### src/rtl/usid_pkg.sv
package usid_pkg;

   typedef enum logic [1:0] {
      SEQ_IDLE   = 2'd0,
      SEQ_PID_OK = 2'd1,
      SEQ_MID_OK = 2'd2
   } seq_state_e;

   localparam int unsigned STRAP_ENTRIES = 4;

   function automatic logic [1:0] strap_index(input logic swap, input logic sel);
      return {swap, sel};
   endfunction

endpackage

### src/rtl/usid_strap_table.sv
module usid_strap_table #(
   parameter int unsigned ID_W       = 4,
   parameter logic [ID_W-1:0] ID_NORM_LO = 4'b0111,
   parameter logic [ID_W-1:0] ID_NORM_HI = 4'b0110,
   parameter logic [ID_W-1:0] ID_SWAP_LO = 4'b1100,
   parameter logic [ID_W-1:0] ID_SWAP_HI = 4'b0010
) (
   input  logic            sel_high,
   input  logic            swap_mode,
   output logic [ID_W-1:0] strap_id
);
   import usid_pkg::*;

   logic [ID_W-1:0] table_q [STRAP_ENTRIES];

   assign table_q[0] = ID_NORM_LO;
   assign table_q[1] = ID_NORM_HI;
   assign table_q[2] = ID_SWAP_LO;
   assign table_q[3] = ID_SWAP_HI;

   always_comb begin
      strap_id = table_q[strap_index(swap_mode, sel_high)];
   end

endmodule

### src/rtl/usid_prog_seq.sv
module usid_prog_seq #(
   parameter int unsigned ADDR_W = 8,
   parameter int unsigned DATA_W = 8,
   parameter int unsigned ID_W   = 4,
   parameter logic [ADDR_W-1:0] PID_ADDR  = 8'h1D,
   parameter logic [ADDR_W-1:0] MID_ADDR  = 8'h1E,
   parameter logic [ADDR_W-1:0] USID_ADDR = 8'h1F,
   parameter logic [DATA_W-1:0] PID_VAL   = 8'h32,
   parameter logic [DATA_W-1:0] MID_VAL   = 8'h1A
) (
   input  logic              clk,
   input  logic              rst_n,
   input  logic              wr_en,
   input  logic              rd_en,
   input  logic [ADDR_W-1:0] addr,
   input  logic [DATA_W-1:0] wdata,
   input  logic [ID_W-1:0]   strap_id,
   output logic [ID_W-1:0]   usid
);
   import usid_pkg::*;

   seq_state_e state_q, state_d;
   logic       any_access;
   logic       clean_wr;
   logic       pid_hit;
   logic       mid_hit;
   logic       load_hit;

   assign any_access = wr_en | rd_en;
   assign clean_wr   = wr_en & ~rd_en;
   assign pid_hit    = clean_wr && (addr == PID_ADDR) && (wdata == PID_VAL);
   assign mid_hit    = clean_wr && (addr == MID_ADDR) && (wdata == MID_VAL);
   assign load_hit   = clean_wr && (addr == USID_ADDR) && (state_q == SEQ_MID_OK);

   always_comb begin
      state_d = state_q;
      if (any_access) begin
         if (pid_hit) begin
            state_d = SEQ_PID_OK;
         end else if ((state_q == SEQ_PID_OK) && mid_hit) begin
            state_d = SEQ_MID_OK;
         end else begin
            state_d = SEQ_IDLE;
         end
      end
   end

   always_ff @(posedge clk) begin
      if (!rst_n) begin
         state_q <= SEQ_IDLE;
         usid    <= strap_id;
      end else begin
         state_q <= state_d;
         if (load_hit) begin
            usid <= wdata[ID_W-1:0];
         end
      end
   end

endmodule

### src/rtl/usid_id_regs.sv
module usid_id_regs #(
   parameter int unsigned ADDR_W  = 8,
   parameter int unsigned DATA_W  = 8,
   parameter int unsigned ID_W    = 4,
   parameter int unsigned GID_LSB = 4,
   parameter bit          READ_REG = 1'b1,
   parameter logic [ADDR_W-1:0] PID_ADDR  = 8'h1D,
   parameter logic [ADDR_W-1:0] MID_ADDR  = 8'h1E,
   parameter logic [ADDR_W-1:0] USID_ADDR = 8'h1F,
   parameter logic [ADDR_W-1:0] EXT_ADDR  = 8'h20,
   parameter logic [ADDR_W-1:0] GID_ADDR  = 8'h22,
   parameter logic [DATA_W-1:0] PID_VAL   = 8'h32,
   parameter logic [DATA_W-1:0] MID_VAL   = 8'h1A,
   parameter logic [DATA_W-1:0] EXT_VAL   = 8'h00,
   parameter logic [1:0]        MAKER_HI  = 2'b01
) (
   input  logic                      clk,
   input  logic                      rst_n,
   input  logic                      wr_en,
   input  logic                      rd_en,
   input  logic [ADDR_W-1:0]         addr,
   input  logic [DATA_W-1:GID_LSB]   gid_wdata,
   input  logic [ID_W-1:0]           usid,
   output logic [DATA_W-1:0]         rdata
);
   localparam int unsigned GID_W = DATA_W - GID_LSB;
   localparam int unsigned RSV_W = DATA_W - ID_W - 2;

   logic [GID_W-1:0]  gid_q;
   logic [DATA_W-1:0] mux_val;

   always_ff @(posedge clk) begin
      if (!rst_n) begin
         gid_q <= '0;
      end else if (wr_en && (addr == GID_ADDR)) begin
         gid_q <= gid_wdata;
      end
   end

   always_comb begin
      unique case (addr)
         PID_ADDR:  mux_val = PID_VAL;
         MID_ADDR:  mux_val = MID_VAL;
         USID_ADDR: mux_val = {{RSV_W{1'b0}}, MAKER_HI, usid};
         EXT_ADDR:  mux_val = EXT_VAL;
         GID_ADDR:  mux_val = {gid_q, {GID_LSB{1'b0}}};
         default:   mux_val = '0;
      endcase
   end

   generate
      if (READ_REG) begin : g_rd_flop
         logic [DATA_W-1:0] rdata_q;
         always_ff @(posedge clk) begin
            if (!rst_n) begin
               rdata_q <= '0;
            end else if (rd_en) begin
               rdata_q <= mux_val;
            end
         end
         assign rdata = rdata_q;
      end else begin : g_rd_comb
         assign rdata = rd_en ? mux_val : '0;
      end
   endgenerate

endmodule

### src/rtl/usid_strap_ctl.sv
module usid_strap_ctl #(
   parameter int unsigned ADDR_W   = 8,
   parameter int unsigned DATA_W   = 8,
   parameter int unsigned ID_W     = 4,
   parameter int unsigned GID_LSB  = 4,
   parameter bit          READ_REG = 1'b1
) (
   input  logic              clk,
   input  logic              rst_n,
   input  logic              sel_high,
   input  logic              swap_mode,
   input  logic              wr_en,
   input  logic              rd_en,
   input  logic [ADDR_W-1:0] addr,
   input  logic [DATA_W-1:0] wdata,
   output logic [ID_W-1:0]   usid,
   output logic [DATA_W-1:0] rdata
);
   localparam logic [ADDR_W-1:0] PID_ADDR  = ADDR_W'(8'h1D);
   localparam logic [ADDR_W-1:0] MID_ADDR  = ADDR_W'(8'h1E);
   localparam logic [ADDR_W-1:0] USID_ADDR = ADDR_W'(8'h1F);
   localparam logic [ADDR_W-1:0] EXT_ADDR  = ADDR_W'(8'h20);
   localparam logic [ADDR_W-1:0] GID_ADDR  = ADDR_W'(8'h22);
   localparam logic [DATA_W-1:0] PID_VAL   = DATA_W'(8'h32);
   localparam logic [DATA_W-1:0] MID_VAL   = DATA_W'(8'h1A);

   generate
      if (DATA_W != 8) begin : g_bad_data
         $error("usid_strap_ctl: DATA_W must be 8");
      end
      if (ID_W != 4) begin : g_bad_id
         $error("usid_strap_ctl: ID_W must be 4");
      end
      if (ADDR_W < 6) begin : g_bad_addr
         $error("usid_strap_ctl: ADDR_W too small for the register map");
      end
      if (GID_LSB < ID_W || GID_LSB >= DATA_W) begin : g_bad_gid
         $error("usid_strap_ctl: GID_LSB out of range");
      end
   endgenerate

   logic [ID_W-1:0] strap_id;

   usid_strap_table #(
      .ID_W (ID_W)
   ) u_table (
      .sel_high  (sel_high),
      .swap_mode (swap_mode),
      .strap_id  (strap_id)
   );

   usid_prog_seq #(
      .ADDR_W    (ADDR_W),
      .DATA_W    (DATA_W),
      .ID_W      (ID_W),
      .PID_ADDR  (PID_ADDR),
      .MID_ADDR  (MID_ADDR),
      .USID_ADDR (USID_ADDR),
      .PID_VAL   (PID_VAL),
      .MID_VAL   (MID_VAL)
   ) u_seq (
      .clk      (clk),
      .rst_n    (rst_n),
      .wr_en    (wr_en),
      .rd_en    (rd_en),
      .addr     (addr),
      .wdata    (wdata),
      .strap_id (strap_id),
      .usid     (usid)
   );

   usid_id_regs #(
      .ADDR_W    (ADDR_W),
      .DATA_W    (DATA_W),
      .ID_W      (ID_W),
      .GID_LSB   (GID_LSB),
      .READ_REG  (READ_REG),
      .PID_ADDR  (PID_ADDR),
      .MID_ADDR  (MID_ADDR),
      .USID_ADDR (USID_ADDR),
      .EXT_ADDR  (EXT_ADDR),
      .GID_ADDR  (GID_ADDR),
      .PID_VAL   (PID_VAL),
      .MID_VAL   (MID_VAL)
   ) u_regs (
      .clk       (clk),
      .rst_n     (rst_n),
      .wr_en     (wr_en),
      .rd_en     (rd_en),
      .addr      (addr),
      .gid_wdata (wdata[DATA_W-1:GID_LSB]),
      .usid      (usid),
      .rdata     (rdata)
   );

endmodule

### config.mk
export PLATFORM = sky130hd
export DESIGN_NAME = usid_strap_ctl
export DESIGN_NICKNAME = d
export VERILOG_FILES = /design/src/rtl/usid_pkg.sv /design/src/rtl/usid_strap_table.sv /design/src/rtl/usid_prog_seq.sv /design/src/rtl/usid_id_regs.sv /design/src/rtl/usid_strap_ctl.sv
export SDC_FILE = /design/constraint.sdc
export NUM_CORES = 1
export LEC_CHECK = 0
export ABC_AREA = 1
export CORE_UTILIZATION = 28
export CTS_CLUSTER_DIAMETER = 60
export DETAILED_ROUTE_END_ITERATION = 7
export SYNTH_ARGS = -nofsm -noshare
export SYNTH_HDL_FRONTEND = slang
export SYNTH_HIERARCHICAL = 1
export SYNTH_SLANG_ARGS = --single-unit
### constraint.sdc
create_clock -name clk -period 1.8 [get_ports clk]
set_clock_uncertainty 0.2 [all_clocks]
set_input_delay 0.45 -clock clk [delete_from_list [all_inputs] [get_ports clk]]
set_output_delay 0.45 -clock clk [all_outputs]
set_load 0.05 [all_outputs]
======== After elaboration in Yosys (flattened, before gate mapping) ========
Index checks and enable logic that the tools add are counted.
word-level totals
  register bits after elaboration ......... 18
  input bits .............................. 22
  output and inout port bits .............. 12
operators by class
  order comparisons ....................... 1
  eq/ne operators ......................... 9
  mux-type cells .......................... 8
  bitwise gates (word level) .............. 4
  reduce and logical (&&, ||, !) cells .... 8
operator list
  operator                                        number
  == test 8 x 5 -> 1 bit (second input constant)  4
  case mux 8 bit (4 select lines)                 1
  == test 8 x 6 -> 1 bit (second input constant)  2
  2-to-1 mux 4 bit                                4
  binary-select mux 4 bit (select 2 bit)          1
  logical AND 1 bit                               8
  2-to-1 mux 2 bit                                2
  >= comparator 3 bit (second input constant)     1
  inverter 2 -> 3 bit                             1
  == test 2 x 1 -> 1 bit (second input constant)  1
  == test 2 bit (second input constant)           1
  != test 2 x 1 -> 1 bit (second input constant)  1
  bitwise AND 1 bit                               1
  inverter 1 bit                                  1
  bitwise OR 1 bit                                1

======== Logic depth before layout (Yosys ltp) ========
Gate-level depths: netlist of the first run.
  word-level depth ........................ 7
  gate-level depth with buffers ........... 7
  mapped depth without buffers ............ 7

======== Hierarchy ========
Netlist of the first run, hierarchy kept.
modules (own cells, without submodules)
  module            times used  cells each  area an instance (µm²)  sequential area each (µm²)
  usid_id_regs      1           92          640.6                   240.2
  usid_prog_seq     1           56          372.9                   160.2
  usid_strap_table  1           6           25.0                    0.0

======== Worst setup path after synthesis of the first run ========
Ideal clock, no wire load.
  kind .................................... input-to-reg
  start ................................... in addr[7]
  end ..................................... reg u_seq.usid[0] (enable)
  library setup time ...................... 307 ps
  arrival ................................. 922 ps
  path slack .............................. 371 ps
  stages .................................. 5
  cell sequence ........................... nor2_1 nand2_1 nor2_2 nand4_1 nand2_1
between the ends
  longest elaborated chain between the ends .. 4
ends and longest elaborated chain
  item                                     line                  source
  start, declared                          usid_strap_ctl.sv:14  input logic [ADDR_W-1:0] addr,
  == test 8 x 5 -> 1 bit                   usid_prog_seq.sv:33   assign load_hit = clean_wr && (addr == USID_ADDR) && (state_q == SEQ_MID_OK);
  logical AND 1 bit (2 in a row)           usid_prog_seq.sv:33
  != test 2 x 1 -> 1 bit (no source line)  n/a
  end signal, assigned                     usid_prog_seq.sv:51   usid <= strap_id;
  end signal, assigned                     usid_prog_seq.sv:55   usid <= wdata[ID_W-1:0];
  end, declared                            usid_prog_seq.sv:18   output logic [ID_W-1:0] usid
No other way between the ends.
A chain may end at the register's enable or synchronous reset.

======== Final worst setup path of the first run ========
  start ................................... in addr[4]
  end ..................................... reg u_seq.usid[2] (enable)
The elaborated chain is that of the path after synthesis.

==> results.md, run 1 <==
* CTS-repair resized insts at 0
* Global-route wire length before repair at 4057 um
* Finished Layout Cells at 245
* Root buf cell: clkbuf_8
* Critical Path Source Type: primary input
* Via density per instance at 4.094
* Port Buffers at 33
* 1st-iter DRT viols at 49
* Critical path's largest stage delay at 470 ps
* Total GRT Usage at 0.1302
* Final Wtd Congestion at 0.7527
* RSZ-0062 raised after global routing: no
* Count of synthesis-stage warnings from yosys at 6
* Cell at the slowest stage of the critical path: clkdlybuf4s50_1
* Number of setup violations in the final report at 0
* Outcome: completed
* Reg power frac at 0.457
* Sequential-to-total area share from yosys stat at 0.3855
* TritonCTS Buffers at 3
* Routed length per instance at 9.629 um
* Post-CTS setup-driven buffer insertion count at 0
* Final worst-path cycle share at 0.9392
* CP most frequent cell: nor2_2
* Worst VDD drop at 0.3810 mV
* Post-synthesis instance area at 1038 um^2
* Number of antenna violations at the first check in global routing at 0
* Area Growth Syn to Fin at 59.28%
* Combinational cell fraction of total power at 0.264
* Critical path depth in cells at 7
* Clock tree from TritonCTS: done
* Worst min-delay path category: register to register
* Effective utilization at floorplan at 0.3017
* Worst-case reg-to-reg path depth at 4
* Via count of the first global-routing pass at 952
* Sort of element at the end of the critical path: register
* Critical path buffers and inverters at 2
* Final Hold Slack at 279.8 ps
* Mean Syn Cell Area at 6.743 um^2
* Number of synthesized register bits at 18
* Site Rows at 21
* Synthesized netlist cell count at 154
* Remaining antenna violation count at 0
* Achievable clock frequency at 0.5915 GHz
* Synthesized netlist net count at 176
* Worst slew slack as a fraction of its limit at 0.8352
* Switching power at 268.4 uW
* Placeable core region at 3442 um^2
* Number of remaining DRC errors at 0
* Fraction of power spent switching nets at 0.2749
* Category of the most critical setup path: primary input to register
* ANT cells at 0
* Total power density per cell area at 590.3 nW/um^2
* Number of H-tree levels at 1
* Final core utilization at 0.4806
* Final-layout fill cell count at 379
* # placed instances at 242
* Hold-fix buffers, CTS at 0
* Count of pins over their slew limit at 0
* CP Cell Sequence: clkdlybuf4s50_1 > inv_1 > nor2_2 > nand2_1 > nor2_2 > nand4_1 > nand2_2
* Leading cell type in the layout, fill and taps excluded: nand2_1
* Leftover overflow at the end of global routing at 0
* Number of vias in the routed layout at 1003
* Worst path top cell family by delay: buffers and inverters
* Proportion of power drawn by the clock network at 0.279
* Final Hold Violating Endpoints at 0
* First-pass DRT Iterations at 4
* Arrival time of the worst setup path at 1450 ps
* Dpl hpwl at 1947 um
* Worst hold path cell count at 2
* Maximum number of buffers from clock root to sink at 2
* WP data required at 1560 ps
* Pin count of the biggest net entering global routing at 16
* Setup TNS at 0 ps
* Total Die Area at 3956 um^2
* Leakage dissipation at 0.7549 nW
* Layout Nets at 223
* Die extent in y at 62.90 um
* Least-Margin Pin Slew at 246.5 ps
* Post-CTS clock slew at the launch and capture registers of the worst setup and hold paths at 60 ps
* Fraction of final layout cells sized beyond drive strength 1 at 0.2261
* Number of sinks on the clock net at 18
* Final routed wirelength across all metal layers at 2359 um
* Leading cell types in the layout, fill and taps excluded: 42 x nand2_1, 27 x nor2_1, 21 x clkdlybuf4s50_1, 18 x inv_1, 14 x dfxtp_1
* Internal power at 708.0 uW
* Max-cap violations at 0
* Fin crit period at 1691 ps
* Clock latency of the later-clocked register in the worst-skew pair at 250 ps
* IO Pins at 34
* Critical path peak fanout at 4
* Unique masters post-synth at 22
* Die Width at 62.90 um
final timing paths:
path                                  startpoint               to  slack [ps]
worst max-delay path                     addr[4]    u_seq/usid[2]         110
worst min-delay path             u_regs/gid_q[3]  u_regs/rdata[7]         280
worst max register to register  u_seq/state_q[1]    u_seq/usid[2]         620
worst min register to register   u_regs/gid_q[3]  u_regs/rdata[7]         280
registers in the layout, indices dropped and copies added, names as in the netlist:
name	flops
u_regs/rdata	8
u_regs/gid_q	4
u_seq/usid	4
u_seq/state_q	2
routing by layer:
| layer | vias up | global-route usage | wire [um] |
|---|---|---|---|
| li1 | 562 | - | - |
| met1 | 418 | 0.1495 | 1118 |
| met2 | 21 | 0.2245 | 1126 |
| met3 | 2 | 0.04197 | 97 |
| met4 | 0 | 0.04360 | 16 |
| met5 | - | 0 | 0 |
cells by family (layout without fill, tap and decap cells):
logic type,after synthesis,after routing,synth area share
and+or+nand+nor,95,95,0.4337
buffers and inverters,26,71,0.1048
DFF,18,18,0.3855
AOI/OAI and AO/OA,15,15,0.07590
power groups by stage:
| stage | logic (mW) | clock network [mW] | registers [mW] |
|---|---|---|---|
| floorplan | 0.0627 | 0 | 0.498 |
| global placement | 0.258 | 0 | 0.456 |
| detailed placement | 0.259 | 0 | 0.456 |
| CTS | 0.260 | 0.288 | 0.447 |
| global route | 0.276 | 0.301 | 0.448 |
| finish | 0.258 | 0.272 | 0.446 |
through the flow:
stage	power, mW	setup WS (ps)	instance area, um^2
after floorplan	0.5609	370.9	1039
after global placement	0.7137	-178.6	1610
after detailed placement	0.7153	-200.8	1610
after CTS	0.9955	65.60	1652
after global routing	1.025	3.644	1654
final	0.9764	109.5	1654
final cells by class:
type | count | area, um^2 | area share
timing repair buffer | 44 | 533.0 | 0.3222
multi-input combinational | 110 | 531.8 | 0.3215
sequential | 18 | 400.4 | 0.2421
inverter | 24 | 90.09 | 0.05446
tap | 46 | 57.56 | 0.03480
clock buffer | 3 | 41.29 | 0.02496
worst register-to-register path, cell delays in order, from the launching register on:
cell     delay (ps)
dfxtp_1         350
inv_1            40
nor2_1           80
nand4_1         110
nand2_2         120
synthesized netlist by cell type:
| cell type | n | area (um^2) |
|---|---|---|
| inv_1 | 18 | 67.56 |
| nand3_1 | 9 | 45.04 |
| nand4_1 | 2 | 12.51 |
| clkinv_1 | 1 | 3.750 |
| nor2_8 | 1 | 20.02 |
| o21ai_0 | 6 | 30.03 |
| edfxtp_1 | 4 | 120.1 |
| nand3b_1 | 2 | 15.01 |
| inv_2 | 5 | 18.77 |
| nor2_4 | 2 | 22.52 |
| buf_6 | 1 | 11.26 |
| nor2_1 | 27 | 101.4 |
| nor2_2 | 4 | 25.02 |
| nand3_4 | 1 | 17.52 |
| nand2_2 | 3 | 18.77 |
| buf_4 | 1 | 7.510 |
| o21ai_1 | 1 | 5.000 |
| dfxtp_1 | 14 | 280.3 |
| nand2_1 | 43 | 161.4 |
| a21oi_2 | 1 | 8.760 |
| a21oi_1 | 7 | 35.03 |
| nand2_4 | 1 | 11.26 |
Power figures use the tool's default switching activity.
==> run 2, diff against run 1 <==
- CTS_BUF_LIST: unset -> sky130_fd_sc_hd__clkbuf_4 sky130_fd_sc_hd__clkbuf_8
==> results of run 2 <==
Final layout, timing and power as in run 1 (identical DEF).
==> run 3, diff against run 2 <==
- PLACE_DENSITY: unset -> 0.64
- SETUP_SLACK_MARGIN: unset -> 0.5
==> results.md, run 3 (synthesis results as in run 1) <==
* Critical path buffers and inverters at 1 (-1)
* Clock tree from TritonCTS: done
* Effective utilization at floorplan at 0.3017 (unchanged)
* Site Rows at 21 (unchanged)
* Leakage dissipation at 0.7957 nW (+5.4%)
* Worst min-delay path startpoint: u_regs/gid_q[3]
* Dpl hpwl at 1918 um (-1.5%)
* Setup slack of the worst register-to-register path at 610 ps (about the same)
* Total Die Area at 3956 um^2 (unchanged)
* Number of setup violations in the final report at 0 (unchanged)
* Critical path peak fanout at 2 (-2)
* R2r startpoint: u_seq/state_q[1]
* Least-Margin Pin Slew at 207.8 ps (-38.63 ps)
* Number of antenna violations at the first check in global routing at 0 (unchanged)
* Leftover overflow at the end of global routing at 0 (unchanged)
* Final routed wirelength across all metal layers at 2489 um (+5.5%)
* Fin crit period at 1529 ps (-161.3 ps)
* Root buf cell: clkbuf_8
* Cell at the slowest stage of the critical path: edfxtp_1
* Remaining antenna violation count at 0 (unchanged)
* Fraction of final layout cells sized beyond drive strength 1 at 0.4300 (+0.2039)
* Combinational cell fraction of total power at 0.266 (+0.002)
* Via density per instance at 4.264 (+4.2%)
* Sort of element at the end of the critical path: primary output
* Total GRT Usage at 0.1345 (+0.004264)
* Number of remaining DRC errors at 0 (unchanged)
* Maximum number of buffers from clock root to sink at 2 (unchanged)
* Sink of the worst hold path: u_regs/rdata[7]
* Layout Nets at 223 (unchanged)
* Largest register FFs at 8 (unchanged)
* Reg power frac at 0.453 (-0.004)
* RSZ-0062 raised after global routing: yes
* Placeable core region at 3442 um^2 (unchanged)
* Finished Layout Cells at 246 (+0.41%)
* Achievable clock frequency at 0.6539 GHz (+11%)
* Worst path top cell family by delay: flip-flops
* Number of vias in the routed layout at 1049 (+4.6%)
* Worst slew slack as a fraction of its limit at 0.8609 (+0.02576)
* IO Pins at 34 (unchanged)
* First-pass DRT Iterations at 4 (unchanged)
* CP Cell Sequence: buf_12
* Leading cell type in the layout, fill and taps excluded: nand2_1
* Leading cell types in the layout, fill and taps excluded: 34 x nand2_1, 22 x nor2_1, 13 x buf_12
* Final Wtd Congestion at 0.8166 (+8.5%)
* Via count of the first global-routing pass at 995 (+4.5%)
* Slack of the critical path at 270.8 ps (+161.3 ps)
* Critical Path Source Type: register
* Routed length per instance at 10.12 um (+5.1%)
* Worst VDD drop at 0.4157 mV (+9.1%)
* # placed instances at 239 (-1.2%)
* TritonCTS Buffers at 3 (unchanged)
* Worst R2R End: u_seq/usid[0]
* Hold-fix buffers, CTS at 0 (unchanged)
* Proportion of power drawn by the clock network at 0.281 (+0.002)
* WP data required at 1150 ps (-410 ps)
* Area Growth Syn to Fin at 68.67%
* Fraction of power spent switching nets at 0.2866 (+0.01175)
* Outcome: completed
* Worst min-delay path category: register to register
* Category of the most critical setup path: register to primary output
* Pin count of the biggest net entering global routing at 16 (unchanged)
* Die extent in y at 62.90 um (unchanged)
* Clock latency of the later-clocked register in the worst-skew pair at 250 ps (about the same)
* Final worst-path cycle share at 0.8496 (-0.08962)
* Worst hold path cell count at 2 (unchanged)
* Number of H-tree levels at 1 (unchanged)
* Max-cap violations at 0 (unchanged)
* Total power density per cell area at 564.3 nW/um^2 (-4.4%)
* Critical path's largest stage delay at 450 ps (-20 ps)
* 1st-iter DRT viols at 22 (-55%)
* ANT cells at 0 (unchanged)
* Internal power at 705.1 uW (-0.41%)
* Number of sinks on the clock net at 18 (unchanged)
* Die Width at 62.90 um (unchanged)
* Worst-case reg-to-reg path depth at 4 (unchanged)
* Switching power at 283.3 uW (+5.6%)
* Post-CTS clock slew at the launch and capture registers of the worst setup and hold paths at 60 ps (about the same)
* Final Hold Violating Endpoints at 0 (unchanged)
* Arrival time of the worst setup path at 880 ps (-570 ps)
* Final-layout fill cell count at 361 (-4.7%)
* Count of pins over their slew limit at 0 (unchanged)
* Port Buffers at 33 (unchanged)
* Global-route wire length before repair at 4215 um (+3.9%)
* Worst Setup Slack post-DPL at -199.3 ps (+1.527 ps)
* Final Power at 988.4 uW (+1.2%)
[run 3: cell count changes in the layout (fill, tap and decap cells not counted), moves of 8 or more]
cell / delta
nand2_1: -8
dfxtp_1: -8
dlygate4sd2_1: +11
clkdlybuf4s50_1: -21
dfxtp_2: +8
[run 3: layer usage]
metal  track usage  part of all wire
met4       0.03488            0.0060
met3       0.03650             0.057
met1        0.1563              0.43
met5             0                 0
met2        0.2392              0.51
[run 3: power groups by stage]
stage / combinational, mW / clock, mW / sequential [mW]
after global placement: 0.258 / 0 / 0.455
after global routing: 0.281 / 0.299 / 0.450
after floorplan: 0.0645 / 0 / 0.498
final: 0.263 / 0.278 / 0.448
after CTS: 0.248 / 0.289 / 0.448
after detailed placement: 0.260 / 0 / 0.456
[run 3: through the flow]
step	hold slack, ps	setup TNS (ps)	area (um^2)	utilization
after floorplan	254.2	0	1056	-
after global placement	270.1	-1745	1605	0.4664
after detailed placement	278.7	-1911	1605	0.4664
after CTS	280.0	0	1640	0.4766
after global routing	303.5	0	1752	0.5089
final	277.0	0	1752	0.5089
[run 3: how the worst max path moves through the flow]
stage	startpoint	to	cells after the start	slack [ps]
final	u_seq/usid[1]	usid[1]	1	270
after global routing	u_seq/usid[1]	usid[1]	1	240
after CTS	u_seq/usid[1]	usid[1]	1	260
after detailed placement	rd_en	u_seq/usid[0]	6	-200
after global placement	rd_en	u_seq/usid[1]	6	-190
after floorplan	rd_en	u_seq/usid[0]	5	410
[run 3: cell type report]
cell class	instances	area, um^2	share of cell area
Timing Repair Buffer	44	523.0	0.2986
Tap cell	46	57.56	0.03286
Clock inverter	1	3.754	0.002143
Clock buffer	3	41.29	0.02357
Sequential cell	18	410.4	0.2343
Inverter	24	105.1	0.06000
Multi-Input combinational cell	110	610.6	0.3486
[run 3: what timing repair did]
item                                    in CTS  in global routing
pin swaps                                   13                 16
hold endpoints to repair                     0                  0
setup buffers                                2                  1
gates resized for setup                     62                 40
endpoints found under the setup margin      34                 29
